$ cat config.mk
export PLATFORM = sky130hd
export DESIGN_NAME = sp_result_port
export DESIGN_NICKNAME = d
export VERILOG_FILES = /design/src/rtl/sp_pkg.sv /design/src/rtl/sp_pin_sync.sv /design/src/rtl/sp_int_burst.sv /design/src/rtl/sp_ext_shift.sv /design/src/rtl/sp_result_port.sv
export SDC_FILE = /design/constraint.sdc
export NUM_CORES = 1
export LEC_CHECK = 0
export BUFFER_PORTS_ARGS = -buffer_cell sky130_fd_sc_hd__buf_2
export CAP_MARGIN = 40
export CORE_MARGIN = 4
export CORE_UTILIZATION = 58
export DETAILED_ROUTE_END_ITERATION = 10
export MAX_ROUTING_LAYER = met4
export PLACE_DENSITY = 0.88
export SKIP_LAST_GASP = 1
export SYNTH_ARGS = -nofsm -noshare
export SYNTH_HDL_FRONTEND = slang
export SYNTH_SLANG_ARGS = --single-unit
$ cat constraint.sdc
create_clock -name clk -period 1.5 [get_ports clk]
set_input_delay 0.075 -clock clk [delete_from_list [all_inputs] [get_ports clk]]
set_output_delay 0.075 -clock clk [all_outputs]
set_load 0.03 [all_outputs]
$ cat src/rtl/sp_pkg.sv
// Shared types for the serial result port.
package sp_pkg;
    // Quarter-period phases of one internal data-clock bit period.
    typedef enum logic [1:0] {
        PH_SET  = 2'd0,   // present next bit, clock low
        PH_RISE = 2'd1,   // raise clock
        PH_HIGH = 2'd2,   // hold clock high
        PH_FALL = 2'd3    // drop clock
    } burst_ph_e;
endpackage

$ cat src/rtl/sp_pin_sync.sv
// sp_pin_sync: multi-stage synchronizer for one asynchronous host pin.
// Assumes STAGES >= 2; INIT is the idle level loaded at reset.
module sp_pin_sync #(
    parameter int STAGES = 2,
    parameter bit INIT   = 1'b0
) (
    input  logic clk,
    input  logic rst_n,
    input  logic d,
    output logic q
);
    logic [STAGES-1:0] chain;

    // Shift the pin level through the synchronizer chain.
    always_ff @(posedge clk) begin
        if (!rst_n) chain <= {STAGES{INIT}};
        else        chain <= {chain[STAGES-2:0], d};
    end

    assign q = chain[STAGES-1];
endmodule

$ cat src/rtl/sp_int_burst.sv
// sp_int_burst: internal data-clock generator and shifter.
// On start it sends WIDTH bits MSB first with WIDTH clock pulses. Each bit
// period has four phases of CLK_DIV system cycles each, so data moves only
// while the clock is low. A start during an active burst is ignored.
module sp_int_burst
    import sp_pkg::*;
#(
    parameter int WIDTH   = 16,
    parameter int CLK_DIV = 2
) (
    input  logic             clk,
    input  logic             rst_n,
    input  logic             start,
    input  logic [WIDTH-1:0] word,
    output logic             sclk,
    output logic             sdata,
    output logic             active
);
    localparam int PRE_W = (CLK_DIV > 1) ? $clog2(CLK_DIV) : 1;
    localparam int CNT_W = $clog2(WIDTH);
    localparam logic [PRE_W-1:0] PRE_MAX  = PRE_W'(CLK_DIV - 1);
    localparam logic [CNT_W-1:0] LAST_BIT = CNT_W'(WIDTH - 1);

    logic [PRE_W-1:0] pre;
    logic [CNT_W-1:0] bitcnt;
    logic [WIDTH-1:0] sr;
    burst_ph_e        phase;
    logic             tick;

    assign tick = (pre == PRE_MAX);

    // Run the burst: prescale, step phases, shift bits, count pulses.
    always_ff @(posedge clk) begin
        if (!rst_n) begin
            pre    <= '0;
            bitcnt <= '0;
            sr     <= '0;
            phase  <= PH_SET;
            sclk   <= 1'b0;
            sdata  <= 1'b0;
            active <= 1'b0;
        end else if (start && !active) begin
            pre    <= '0;
            bitcnt <= '0;
            sdata  <= word[WIDTH-1];
            sr     <= {word[WIDTH-2:0], 1'b0};
            phase  <= PH_RISE;
            sclk   <= 1'b0;
            active <= 1'b1;
        end else if (active) begin
            if (tick) begin
                pre <= '0;
                case (phase)
                    PH_SET: begin
                        sdata <= sr[WIDTH-1];
                        sr    <= {sr[WIDTH-2:0], 1'b0};
                        phase <= PH_RISE;
                    end
                    PH_RISE: begin
                        sclk  <= 1'b1;
                        phase <= PH_HIGH;
                    end
                    PH_HIGH: phase <= PH_FALL;
                    PH_FALL: begin
                        sclk <= 1'b0;
                        if (bitcnt == LAST_BIT) begin
                            active <= 1'b0;
                            phase  <= PH_SET;
                        end else begin
                            bitcnt <= bitcnt + 1'b1;
                            phase  <= PH_SET;
                        end
                    end
                endcase
            end else begin
                pre <= pre + 1'b1;
            end
        end
    end
endmodule

$ cat src/rtl/sp_ext_shift.sv
// sp_ext_shift: external-clock framer and shifter.
// Assumes win, win_open, x_rise and x_edge come from synchronized host pins.
// A clock edge outside the read window arms frame sync. Opening the window
// snapshots the word. Rising edges inside the window emit the sync pulse
// (if armed) and then the bits, with zeros shifted in behind them.
module sp_ext_shift #(
    parameter int WIDTH = 16
) (
    input  logic             clk,
    input  logic             rst_n,
    input  logic             enable,
    input  logic             win,
    input  logic             win_open,
    input  logic             x_rise,
    input  logic             x_edge,
    input  logic [WIDTH-1:0] word,
    output logic             sdata,
    output logic             sync,
    output logic             armed
);
    logic [WIDTH-1:0] sr;

    // Arm, snapshot and shift on synchronized external clock edges.
    always_ff @(posedge clk) begin
        if (!rst_n) begin
            sr    <= '0;
            sdata <= 1'b0;
            sync  <= 1'b0;
            armed <= 1'b0;
        end else if (!enable) begin
            sync  <= 1'b0;
            armed <= 1'b0;
        end else if (!win) begin
            sync <= 1'b0;
            if (x_edge) armed <= 1'b1;
        end else if (win_open) begin
            sr   <= word;
            sync <= 1'b0;
        end else if (x_rise) begin
            if (armed) begin
                sync  <= 1'b1;
                armed <= 1'b0;
            end else begin
                sync  <= 1'b0;
                sdata <= sr[WIDTH-1];
                sr    <= {sr[WIDTH-2:0], 1'b0};
            end
        end
    end
endmodule

$ cat src/rtl/sp_result_port.sv
// sp_result_port: dual-mode serial result output port (top).
// Keeps the last loaded result and sends it either with its own burst
// clock (mode_ext = 0, started by a busy fall) or with a host clock
// (mode_ext = 1, framed by cs_n / rd_cvt). busy, ld and result are
// synchronous to clk; cs_n, rd_cvt and ext_sclk are asynchronous.
module sp_result_port #(
    parameter int WIDTH       = 16,
    parameter int CLK_DIV     = 2,
    parameter int SYNC_STAGES = 2
) (
    input  logic             clk,
    input  logic             rst_n,
    input  logic             mode_ext,
    input  logic             pwr_dn,
    input  logic             cs_n,
    input  logic             rd_cvt,
    input  logic             ext_sclk,
    input  logic             busy,
    input  logic             ld,
    input  logic [WIDTH-1:0] result,
    output logic             sdata,
    output logic             sclk_out,
    output logic             sclk_oe,
    output logic             sync_out
);
    localparam int NPIN = 3;                       // cs_n, rd_cvt, ext_sclk
    localparam logic [NPIN-1:0] PIN_IDLE = 3'b011; // idle levels at reset

    logic [NPIN-1:0]  pins_raw;
    logic [NPIN-1:0]  pins_s;
    logic [WIDTH-1:0] res_q;
    logic             busy_q;
    logic             xclk_q;
    logic             win, win_q, win_open;
    logic             x_rise, x_edge;
    logic             conv_start;
    logic             burst_act, int_sclk, int_sd;
    logic             ext_sd, ext_sync, ext_armed;

    assign pins_raw = {ext_sclk, rd_cvt, cs_n};

    // One synchronizer per host pin.
    for (genvar g = 0; g < NPIN; g++) begin : g_pin
        sp_pin_sync #(.STAGES(SYNC_STAGES), .INIT(PIN_IDLE[g])) u_sync (
            .clk  (clk),
            .rst_n(rst_n),
            .d    (pins_raw[g]),
            .q    (pins_s[g])
        );
    end

    // Hold the result word; loads are blocked in power-down.
    always_ff @(posedge clk) begin
        if (!rst_n)               res_q <= '0;
        else if (ld && !pwr_dn)   res_q <= result;
    end

    // Delay registers for busy, external clock and read-window edge detection.
    always_ff @(posedge clk) begin
        if (!rst_n) begin
            busy_q <= 1'b1;
            xclk_q <= 1'b0;
            win_q  <= 1'b0;
        end else begin
            busy_q <= busy;
            xclk_q <= pins_s[2];
            win_q  <= win;
        end
    end

    assign win        = ~pins_s[0] & pins_s[1];
    assign win_open   = win & ~win_q;
    assign x_rise     = pins_s[2] & ~xclk_q;
    assign x_edge     = pins_s[2] ^ xclk_q;
    assign conv_start = busy_q & ~busy & ~mode_ext & ~pwr_dn;

    sp_int_burst #(.WIDTH(WIDTH), .CLK_DIV(CLK_DIV)) u_burst (
        .clk   (clk),
        .rst_n (rst_n),
        .start (conv_start),
        .word  (res_q),
        .sclk  (int_sclk),
        .sdata (int_sd),
        .active(burst_act)
    );

    sp_ext_shift #(.WIDTH(WIDTH)) u_ext (
        .clk     (clk),
        .rst_n   (rst_n),
        .enable  (mode_ext),
        .win     (win),
        .win_open(win_open),
        .x_rise  (x_rise),
        .x_edge  (x_edge),
        .word    (res_q),
        .sdata   (ext_sd),
        .sync    (ext_sync),
        .armed   (ext_armed)
    );

    // Select the active mode's outputs.
    always_comb begin
        sdata    = mode_ext ? ext_sd : int_sd;
        sclk_out = ~mode_ext & int_sclk;
        sclk_oe  = ~mode_ext;
        sync_out = ext_sync;
    end
endmodule

Word-level counts from Yosys, hierarchy flattened
Index checks and enable logic that the tools add are counted.
{"block": "word_totals", "regBits": 69, "in_bits": 25, "out_inout_bits": 4, "word_cells": 97}
{"block": "classes", "addsub": 2, "n_eq_ne": 7, "muxes": 28, "n_bitwise": 19, "n_reduce_logical": 22}
{"cell": "$mux 16", "n": 7}
{"cell": "$mux 1", "n": 19}
{"cell": "$reduce_bool 2->1", "n": 6}
{"cell": "$not 1->1", "n": 11}
{"cell": "$reduce_and 3->1", "n": 3}
{"cell": "$pmux 2 s4", "n": 1}
{"cell": "$reduce_and 4->1", "n": 2}
{"cell": "$and 1x1->1", "n": 7}
{"cell": "$reduce_and 2->1", "n": 3}
{"cell": "$reduce_and 5->1", "n": 1}
{"cell": "$add 4x1->4 const B", "n": 1}
{"cell": "$eq 2x2->1 const B", "n": 2}
{"cell": "$eq 4x4->1 const B", "n": 1}
{"cell": "$ne 2x2->1 const B", "n": 2}
{"cell": "$reduce_or 4->1", "n": 1}
{"cell": "$eq 2x1->1 const B", "n": 1}
{"cell": "$logic_and 1x1->1", "n": 2}
{"cell": "$logic_not 1->1", "n": 2}
{"cell": "$logic_not 2->1", "n": 1}
{"cell": "$ne 2x1->1 const B", "n": 1}
{"cell": "$pmux 1 s2", "n": 1}
{"cell": "$reduce_or 2->1", "n": 1}
{"cell": "$add 1x1->1 const B", "n": 1}
{"cell": "$xor 1x1->1", "n": 1}

Longest topological paths before layout
Gate-level depths: netlist of the first run.
{"block": "logic_depth", "word_depth": 7, "depth_mapped": 7, "depth_no_buf": 6}

By module
From an unflattened synthesis of the first run, not the netlist that was laid out.
{"block": "unflattened", "cells_unflattened": 344, "hier_area_um2": 3229.3}
{"mod": "sp_int_burst", "instances": 1, "cells_each": 141, "area_per_inst_um2": 1285.0, "seq_area_each_um2": 500.5}
{"mod": "sp_ext_shift", "instances": 1, "cells_each": 105, "area_per_inst_um2": 992.2, "seq_area_each_um2": 380.4}
{"mod": "sp_result_port", "instances": 1, "cells_each": 86, "area_per_inst_um2": 794.5, "seq_area_each_um2": 380.4}
{"mod": "sp_pin_sync", "instances": 3, "cells_each": 4, "area_per_inst_um2": 52.6, "seq_area_each_um2": 40.0}

Least setup slack after synthesis of the first run
OpenSTA, ideal clock, no wires.
{"block": "synth_path", "kind": "register to register", "startpoint": "register u_burst.phase[0]", "endpoint": "register u_burst.sr[10]", "setup_ns": 0.125, "t_arrival_ns": 1.179, "required_time_ns": 1.375, "slack_ns": 0.196, "path_stages_with_launch": 8, "path_buffers": 2, "period_less_slack_ns": 1.304, "path_cell_list": "dfxtp_1 -> inv_1 -> ha_1 -> and3_1 -> buf_4 -> buf_6 -> nand2_1 -> a31oi_1"}
{"block": "synth_between", "elab_chain_len": 3}
{"item": "from (decl)", "line_no": "sp_int_burst.sv:27", "rtl": "burst_ph_e phase;"}
{"item": "from (signal assigned)", "line_no": "sp_int_burst.sv:38", "rtl": "phase <= PH_SET;"}
{"item": "from (signal assigned)", "line_no": "sp_int_burst.sv:47", "rtl": "phase <= PH_RISE;"}
{"item": "from (signal assigned)", "line_no": "sp_int_burst.sv:57", "rtl": "phase <= PH_RISE;"}
{"item": "$logic_not 2->1", "line_no": "sp_int_burst.sv:53", "rtl": "case (phase)"}
{"item": "$reduce_bool 2->1 (no source line)"}
{"item": "$reduce_and 3->1 (no source line)"}
{"item": "to (signal assigned)", "line_no": "sp_int_burst.sv:46", "rtl": "sr <= {word[WIDTH-2:0], 1'b0};"}
{"item": "to (signal assigned)", "line_no": "sp_int_burst.sv:56", "rtl": "sr <= {sr[WIDTH-2:0], 1'b0};"}
{"item": "to (decl)", "line_no": "sp_int_burst.sv:26", "rtl": "logic [WIDTH-1:0] sr;"}
No other way between the ends.
A chain may end at the register's enable or synchronous reset.

Worst setup path in the final report of the first run
{"block": "layout_path", "startpoint": "register xclk_q", "endpoint": "register u_ext.sr[6]"}
{"block": "layout_between", "elab_chain_len": 4}
{"item": "from (decl)", "line_no": "sp_result_port.sv:33", "rtl": "logic xclk_q;"}
{"item": "from (signal assigned)", "line_no": "sp_result_port.sv:66", "rtl": "xclk_q <= pins_s[2];"}
{"item": "$not 1->1", "line_no": "sp_result_port.sv:73", "rtl": "assign x_rise = pins_s[2] & ~xclk_q;"}
{"item": "$and 1x1->1", "line_no": "sp_result_port.sv:73"}
{"item": "net u_ext.x_rise", "line_no": "sp_ext_shift.sv:14", "rtl": "input logic x_rise,"}
{"item": "$reduce_bool 2->1 (no source line)"}
{"item": "$reduce_and 4->1 (no source line)"}
{"item": "to (signal assigned)", "line_no": "sp_ext_shift.sv:37", "rtl": "sr <= word;"}
{"item": "to (signal assigned)", "line_no": "sp_ext_shift.sv:46", "rtl": "sr <= {sr[WIDTH-2:0], 1'b0};"}
{"item": "to (decl)", "line_no": "sp_ext_shift.sv:21", "rtl": "logic [WIDTH-1:0] sr;"}
The timed path passes the listed nets, and every way through them passes these cells.

==> impl_metrics.json, run 1 <==
{
  "hpwl_um": 3980,
  "slew_headroom_pct": 59.8,
  "antenna_found_initial": 0,
  "tritoncts": "done",
  "grt_pass1_wl_um": 10400,
  "fin_worst_skew_ps": 9.14,
  "detail_route.iter0.violations": 136,
  "vias": 2373,
  "finalPower_uw": 3690,
  "gp_congestion": 0.819,
  "drc": 0,
  "critPathKind": "reg -> reg",
  "final_common_cell": "nand2_1",
  "start_kind": "flop",
  "htreeDepth": 3,
  "yosys_warnings": 0,
  "worst_slew_pin_slew_ps": 602,
  "core_region_area_um2": 4850,
  "cp.arrival_ps": 1590,
  "finalInstanceArea_um2": 3540,
  "post_cts_buffers": 0,
  "port_buffers": 28,
  "final.fill_count": 348,
  "synth_area_um2": 2990,
  "chipHeight_um": 79.8,
  "finalSetupTns_ps": 0,
  "routed_wl_um": 6200,
  "fin_crit_sh_pct": 90.5,
  "syn_nets": 359,
  "cts-buffers-inserted": 9,
  "drtPass1Iterations": 5,
  "cts_root_buffer": "clkbuf_8",
  "syn-mean-instance-area_um2": 9.11,
  "synth-seq-area-share_pct": 46.2,
  "synth_cell_type_count": 38,
  "hold_violations": 0,
  "min_path_type": "in -> reg",
  "clock.fmax_mhz": 737,
  "area_growth_pct": 18.4,
  "cts_buffer_depth": 2,
  "start_util_pct": 61.6,
  "placed_cells": 408,
  "fin_cells": 443,
  "grt-ovfl-total": 0,
  "crit_path_end_kind": "flop",
  "dieArea_um2": 6360,
  "regArea_um2": 1380,
  "dieWidth_um": 79.8,
  "layout_common_cells": "nand2_1 (86), dfxtp_1 (69), buf_2 (28), dlygate4sd3_1 (19)",
  "min_period_ps": 1360,
  "report.final.setup_viol": 0,
  "nNetsFinal": 402,
  "antenna_cells": 0,
  "wl_per_cell_um": 14.0,
  "rsz0062_at_grt": "false",
  "postPlaceCellArea_um2": 3160,
  "io_pins": 29,
  "vdd_drop_max_v": 0.000895,
  "crit_fanout": 31,
  "grt_max_degree": 34,
  "cap_viol_max_count": 0,
  "postRouteAntennaNets": 0,
  "routed_via_density": 5.36,
  "cts_sinks": 69,
  "clock_latency_ps": 350,
  "required_ps": 1740,
  "power_leakage_uw": 0.00149,
  "ys_ff_latch": 69,
  "drive_above_1_share_pct": 16.0,
  "outcome": "complete, no violations",
  "netlist_instances": 328,
  "report.final.slew_viol_count": 0,
  "multi_input_area_um2": 1410,
  "p_per_area_nw_per_um2": 1040,
  "clk_pin_slew_ps": 70,
  "rows": 25,
  "first_global_vias": 2244,
  "grt_usage_pct": 22.1
}
-- cell families after synthesis --
kind of cell               count (synthesis)  synth area share [%]
AOI/OAI and AO/OA                         75                  18.0
and+or+nand+nor                          128                  20.4
adders and majority gates                  6                  2.51
xor gates and xnor gates                   2                 0.586
buffers and inverters                     31                  6.62
muxes                                     17                  5.74
DFF                                       69                  46.2
-- sequential cells by signal, indices dropped and copies added (netlist names), 2 cells and up --
register,count
res_q,16
u_ext.sr,16
u_burst.sr,15
g_pin.u_sync.chain,6
u_burst.bitcnt,4
u_burst.phase,2
-- worst max-delay path: stages, from the launching register on --
cell and delay, ps:
dfxtp_1 300, inv_1 50, ha_1 200, nand2b_1 110
a21oi_4 190, buf_12 190, nand2_1 80, o211a_1 120
-- timing repair --
item | CTS | global route
endpoints found under the setup margin | 0 | 15
hold buffers | 19 | 0
gates resized for setup | 0 | 2
hold endpoints to repair | 19 | 0
-- synth_stat cells --
cell type	instances	area (µm²)
buf_4	6	45.0
and2_1	5	31.3
nand4_4	2	42.5
nor2b_1	3	18.8
nand4b_1	2	17.5
nand3_1	5	25.0
and3_1	3	18.8
inv_1	6	22.5
nand2_2	1	6.26
buf_2	4	20.0
xnor2_1	1	8.76
nand2_1	86	323
and4_1	1	8.76
a21oi_4	1	16.3
o21ai_0	4	20.0
nand3b_1	1	7.51
mux2_2	1	11.3
o21a_1	1	7.51
o21ai_1	14	70.1
nor2_4	1	11.3
a211oi_2	1	12.5
nand2b_1	7	43.8
a21boi_1	3	22.5
nor3_1	5	25.0
a21boi_0	15	113
a31oi_1	16	100
clkbuf_2	1	5.00
nor2_1	5	18.8
clkbuf_1	6	22.5
o211a_1	15	150
xor2_1	1	8.76
nor3_2	1	10.0
a21oi_1	5	25.0
ha_1	6	75.1
mux2i_1	16	160
dfxtp_1	69	1380
inv_2	1	3.75
buf_6	7	78.8
-- report_power, final --
group          total, µW  switching, µW  leakage (µW)  internal, µW
sequential          1950           47.9      0.000562          1900
combinational        305            152      0.000830           153
clock               1440            668     0.0000943           767
-- stage by stage --
step	util (%)	setup WS, ps	hold slack, ps
2_1_floorplan	-	196	176
3_3_place_gp	65.1	117	262
3_5_place_dp	65.1	11.6	273
4_1_cts	72.9	7.57	23.5
5_1_grt	73.0	8.21	39.0
6_report	73.0	143	40.9
-- final cells by class --
type / count / share of cell area, %
clock buffers: 12 / 3.82
clock inverters: 4 / 1.38
inverters: 7 / 0.743
multi-input cells: 228 / 40.0
flip-flops and latches: 69 / 39.1
well taps: 67 / 2.37
repair buffers: 56 / 12.7
-- final timing paths --
kind | from | slack [ps] | cells past startpoint | end
worst max register to register | xclk_q$_SDFF_PN0_ | 140 | 7 | u_ext.sr[6]$_SDFFE_PN0P_
worst max-delay path | xclk_q$_SDFF_PN0_ | 140 | 7 | u_ext.sr[6]$_SDFFE_PN0P_
worst min register to register | g_pin[0].u_sync.chain[0]$_SDFF_PN1_ | 410 | 1 | g_pin[0].u_sync.chain[1]$_SDFF_PN1_
worst min-delay path | mode_ext | 40 | 3 | u_ext.armed$_SDFFE_PN0P_
-- per-layer routing --
layer | vias to the layer above | GRT usage, % | wire length (µm) | share of wire [%]
li1 | 1209 | - | - | -
met1 | 1114 | 24.6 | 2750 | 44
met2 | 44 | 37.8 | 3130 | 51
met3 | 6 | 7.79 | 240 | 3.9
met4 | 0 | 6.08 | 73 | 1.2
met5 | - | - | 0 | 0
Power figures use the tool's default switching activity.
==> inputs of run 2 (changes only) <==
- REMOVE_ABC_BUFFERS: default -> 1
==> impl_metrics.json, run 2 (same netlist as run 1, synthesis figures left out) <==
{
  "cp.arrival_ps": 1640,
  "antenna_cells": 0,
  "power_leakage_uw": 0.00150,
  "required_ps": 1760,
  "core_region_area_um2": 4850,
  "final_common_cell": "nand2_1",
  "min_path_type": "in -> reg",
  "cts_buffer_depth": 2,
  "detail_route.iter0.violations": 150,
  "grt_max_degree": 34,
  "slew_headroom_pct": 56.6,
  "routed_via_density": 5.42,
  "hpwl_um": 3840,
  "crit_path_end_kind": "flop",
  "fin_worst_skew_ps": 7.26,
  "routed_wl_um": 6070,
  "start_kind": "flop",
  "fin_cells": 447,
  "cap_viol_max_count": 0,
  "crit_fanout": 15,
  "placed_cells": 411,
  "drc": 0,
  "p_per_area_nw_per_um2": 1050,
  "fin_crit_sh_pct": 91.9,
  "area_growth_pct": 18.8,
  "clk_pin_slew_ps": 70,
  "grt_pass1_wl_um": 10600,
  "report.final.slew_viol_count": 0,
  "vdd_drop_max_v": 0.00106,
  "postRouteAntennaNets": 0,
  "htreeDepth": 3,
  "chipHeight_um": 79.8,
  "nNetsFinal": 406,
  "clock_latency_ps": 340,
  "worst_slew_pin_slew_ps": 649,
  "rows": 25,
  "gp_congestion": 0.807,
  "io_pins": 29,
  "vias": 2421,
  "postPlaceCellArea_um2": 3160,
  "wl_per_cell_um": 13.6,
  "report.final.setup_viol": 0,
  "finalInstanceArea_um2": 3550,
  "first_global_vias": 2447,
  "dieWidth_um": 79.8,
  "tritoncts": "done",
  "clock.fmax_mhz": 726,
  "cts-buffers-inserted": 9,
  "port_buffers": 28,
  "drtPass1Iterations": 4,
  "drive_above_1_share_pct": 17.1,
  "antenna_found_initial": 0,
  "cts_root_buffer": "clkbuf_8",
  "layout_common_cells": "nand2_1 (86), dfxtp_1 (68), buf_2 (28), dlygate4sd3_1 (20)",
  "outcome": "complete, no violations",
  "grt-ovfl-total": 0,
  "reg.largest.list": "res_q x16, u_ext.sr x16, u_burst.sr x15",
  "start_util_pct": 61.6,
  "rsz0062_at_grt": "false",
  "hold_violations": 0,
  "cts_sinks": 69,
  "grt_usage_pct": 21.9,
  "critPathKind": "reg -> reg",
  "min_period_ps": 1380,
  "dieArea_um2": 6360
}
==> run 2: cell type report <==
type	instances	area (µm²)
fill	352	1300
timing repair buffer	60	455
multi-input combinational	228	1410
sequential	69	1380
inverter	7	26.3
clock buffer	12	145
tap	67	83.8
clock inverter	4	47.5
==> run 2: critical path, cell delays in order (launching register included) <==
cell     delay, ps
dfxtp_1        350
inv_1          100
ha_1           190
and3_2         370
nand2_1        100
a31oi_1        190
==> run 2: final timing paths <==
kind                                       start                             endpoint  slack (ps)  depth (start not counted)
max                u_burst.phase[0]$_SDFFE_PN0P_           u_burst.sr[2]$_SDFFE_PN0P_         120                          5
min reg2reg  g_pin[1].u_sync.chain[0]$_SDFF_PN1_  g_pin[1].u_sync.chain[1]$_SDFF_PN1_         410                          1
min                                     mode_ext              u_ext.sync$_SDFFE_PP0P_          70                          3
max reg2reg        u_burst.phase[0]$_SDFFE_PN0P_           u_burst.sr[2]$_SDFFE_PN0P_         120                          5
==> run 2: routing by layer <==
| metal | share of wire [%] | global-route usage, % | vias to the layer above |
|---|---|---|---|
| li1 | - | - | 1211 |
| met1 | 45 | 25.0 | 1135 |
| met2 | 47 | 35.3 | 53 |
| met3 | 4.4 | 4.51 | 22 |
| met4 | 3.5 | 13.0 | 0 |
| met5 | 0 | - | - |
==> run 2: metrics by stage <==
| step | setup TNS (ps) | total power [µW] | setup slack, ps | utilization [%] | hold WS (ps) |
|---|---|---|---|---|---|
| floorplan | -510 | 2130 | -31.9 | - | 148 |
| global placement | 0 | 2240 | 113 | 65.1 | 259 |
| detailed placement | 0 | 2250 | 20.9 | 65.1 | 266 |
| CTS | 0 | 3740 | 115 | 73.2 | 54.4 |
| global route | 0 | 3870 | 28.3 | 73.2 | 92.0 |
| finish | 0 | 3720 | 122 | 73.2 | 67.1 |
==> run 2: what timing repair did <==
| action | CTS | global route |
|---|---|---|
| endpoints found under the setup margin | 3 | 1 |
| hold buffers | 20 | 0 |
| gates cloned | 0 | 0 |
| buffers inserted | 0 | 0 |
| hold endpoints to repair | 20 | 0 |
| gates resized for setup | 1 | 1 |
==> run 2: power breakdown <==
group	leakage (µW)	total [µW]	internal [µW]	switching [µW]
Sequential	0.000563	1940	1900	43.8
Combinational	0.000840	311	155	156
Clock	0.0000964	1470	809	660
==> inputs of run 3 (changes only) <==
--- a/config.mk
+++ b/config.mk
@@ -10,6 +10,6 @@
 export CORE_MARGIN = 4
-export CORE_UTILIZATION = 58
+export CORE_UTILIZATION = 49
 export DETAILED_ROUTE_END_ITERATION = 10
 export MAX_ROUTING_LAYER = met4
-export PLACE_DENSITY = 0.88
+export PLACE_DENSITY = 0.78
 export REMOVE_ABC_BUFFERS = 1
==> constraint.sdc (replaced) <==
create_clock -name clk -period 1.5 [get_ports clk]
set_input_delay 0.3 -clock clk [delete_from_list [all_inputs] [get_ports clk]]
set_output_delay 0.3 -clock clk [all_outputs]
set_load 0.03 [all_outputs]
==> impl_metrics.json, run 3 (same netlist as run 1, synthesis figures left out) <==
{
  "dieArea_um2": 7410,
  "slew_headroom_pct": 79.9,
  "chipHeight_um": 86.1,
  "clock.fmax_mhz": 720,
  "area_growth_pct": 13.4,
  "detail_route.iter0.violations": 120,
  "finalSetupTns_ps": 0,
  "start_kind": "flop",
  "worst_slew_pin_slew_ps": 301,
  "regArea_um2": 1380,
  "report.final.setup_viol": 0,
  "p_int_uw": 2930,
  "final_common_cell": "nand2_1",
  "p_per_area_nw_per_um2": 1110,
  "final.fill_count": 542,
  "multi_input_area_um2": 1410,
  "grt_max_degree": 32,
  "antenna_cells": 0,
  "cts_root_buffer": "clkbuf_8",
  "finalInstanceArea_um2": 3390,
  "slowest_delay_ps": 320,
  "place_ws_ps": 21.2,
  "fin_worst_skew_ps": 6.64,
  "wl_per_cell_um": 12.7,
  "clkPwrFrac_pct": 41.3,
  "hold_violations": 0,
  "setup_slack_ps": 112,
  "vdd_drop_max_v": 0.000492,
  "tritoncts": "done",
  "nNetsFinal": 389,
  "dieWidth_um": 86.1,
  "holdWs_ps": 154,
  "cts-buffers-inserted": 9,
  "grt-ovfl-total": 0,
  "report.final.slew_viol_count": 0,
  "fin_crit_sh_pct": 92.6,
  "hpwl_um": 3890,
  "io_pins": 29,
  "seq_power_share_pct": 51.6,
  "cap_viol_max_count": 0,
  "layout_common_cells": "nand2_1 (86), dfxtp_1 (69), buf_2 (28), a31oi_1 (16), mux2i_1 (16)",
  "placed_cells": 422,
  "postRouteAntennaNets": 0,
  "start_util_pct": 50.5,
  "rows": 28,
  "grt_usage_pct": 17.0,
  "drtPass1Iterations": 4,
  "port_buffers": 28,
  "first_global_vias": 2184,
  "cts-resized-gates": 0,
  "htreeDepth": 3,
  "rsz0062_at_grt": "false",
  "crit_buf_inv": 1,
  "vias": 2277,
  "swShare_pct": 22.3,
  "gp_congestion": 0.717,
  "reg.largest.list": "res_q x16, u_ext.sr x16, u_burst.sr x15",
  "crit_path_end_kind": "output pin",
  "postPlaceCellArea_um2": 3180,
  "cp.arrival_ps": 1090,
  "path_cells": "mux2_2 > buf_2",
  "cts_buffer_depth": 2,
  "outcome": "complete, no violations",
  "drc": 0,
  "routed_wl_um": 5550,
  "power_leakage_uw": 0.00144,
  "core_region_area_um2": 5920,
  "min_period_ps": 1390,
  "fin_cells": 438,
  "critPathKind": "reg -> out",
  "clk_pin_slew_ps": 70,
  "grt_pass1_wl_um": 9690,
  "combPwrFrac_pct": 7.1,
  "antenna_found_initial": 0,
  "required_ps": 1200,
  "min_path_type": "in -> reg",
  "crit_fanout": 2,
  "crit_family": "flip-flops",
  "routed_via_density": 5.20,
  "cpMaxStageDelayCell": "dfxtp_1",
  "switchingPower_uw": 839,
  "clock_latency_ps": 330,
  "drive_above_1_share_pct": 18.7,
  "post_cts_buffers": 0,
  "cts_hold_buffers": 0,
  "cts_sinks": 69
}
run 3: changes by cell type in the layout (fill, tap and decap cells not counted), sizes merged:
cell / previous run / this run
clkbuf: 12 / 13
dlygate4sd3: 20 / 0
buf: 40 / 43
clkinv: 2 / 1
run 3: path summary, 6_finish.rpt:
path | from | end | slack [ps] | cells past startpoint
max reg2reg | xclk_q$_SDFF_PN0_ | u_ext.sr[15]$_SDFFE_PN0P_ | 150 | 7
min reg2reg | g_pin[1].u_sync.chain[0]$_SDFF_PN1_ | g_pin[1].u_sync.chain[1]$_SDFF_PN1_ | 410 | 1
max | u_burst.sdata$_SDFFE_PN0P_ | sdata | 110 | 2
min | cs_n | g_pin[0].u_sync.chain[0]$_SDFF_PN1_ | 150 | 2
run 3: worst register-to-register path: cells and delay by family (launching register included):
| family | cells | cell delay [ps] |
|---|---|---|
| AO/OA/AOI/OAI | 2 | 310 |
| flip-flops | 1 | 300 |
| buffers and inverters | 2 | 230 |
| adder cells (fa/ha/maj) | 1 | 210 |
| AND/OR/NAND/NOR | 2 | 200 |
run 3: area by class of cell:
| class | instances | share of cell area, % |
|---|---|---|
| multi-input cells | 228 | 41.6 |
| flip-flops and latches | 69 | 40.8 |
| repair buffers | 43 | 7.83 |
| clock buffers | 13 | 4.99 |
| well taps | 75 | 2.77 |
| clock inverters | 3 | 1.26 |
| inverters | 7 | 0.775 |
run 3: per-stage QoR:
stage	power [µW]	utilization, %
2_1_floorplan	2130	-
3_3_place_gp	2240	53.6
3_5_place_dp	2250	53.6
4_1_cts	3810	57.2
5_1_grt	3940	57.2
6_report	3770	57.2
run 3: routing by layer:
metal	vias to the layer above	track usage, %	routed length, µm
li1	1180	-	-
met1	1061	20.2	2620
met2	29	27.7	2660
met3	7	4.51	200
met4	0	6.19	74
met5	-	-	0
run 3: power by group through the flow:
| stage | clock, µW | combinational [µW] | sequential, µW |
|---|---|---|---|
| detailed placement | 0 | 269 | 1980 |
| CTS | 1600 | 270 | 1940 |
| finish | 1560 | 267 | 1940 |
| global placement | 0 | 262 | 1980 |
| floorplan | 0 | 148 | 1980 |
| global route | 1680 | 305 | 1950 |
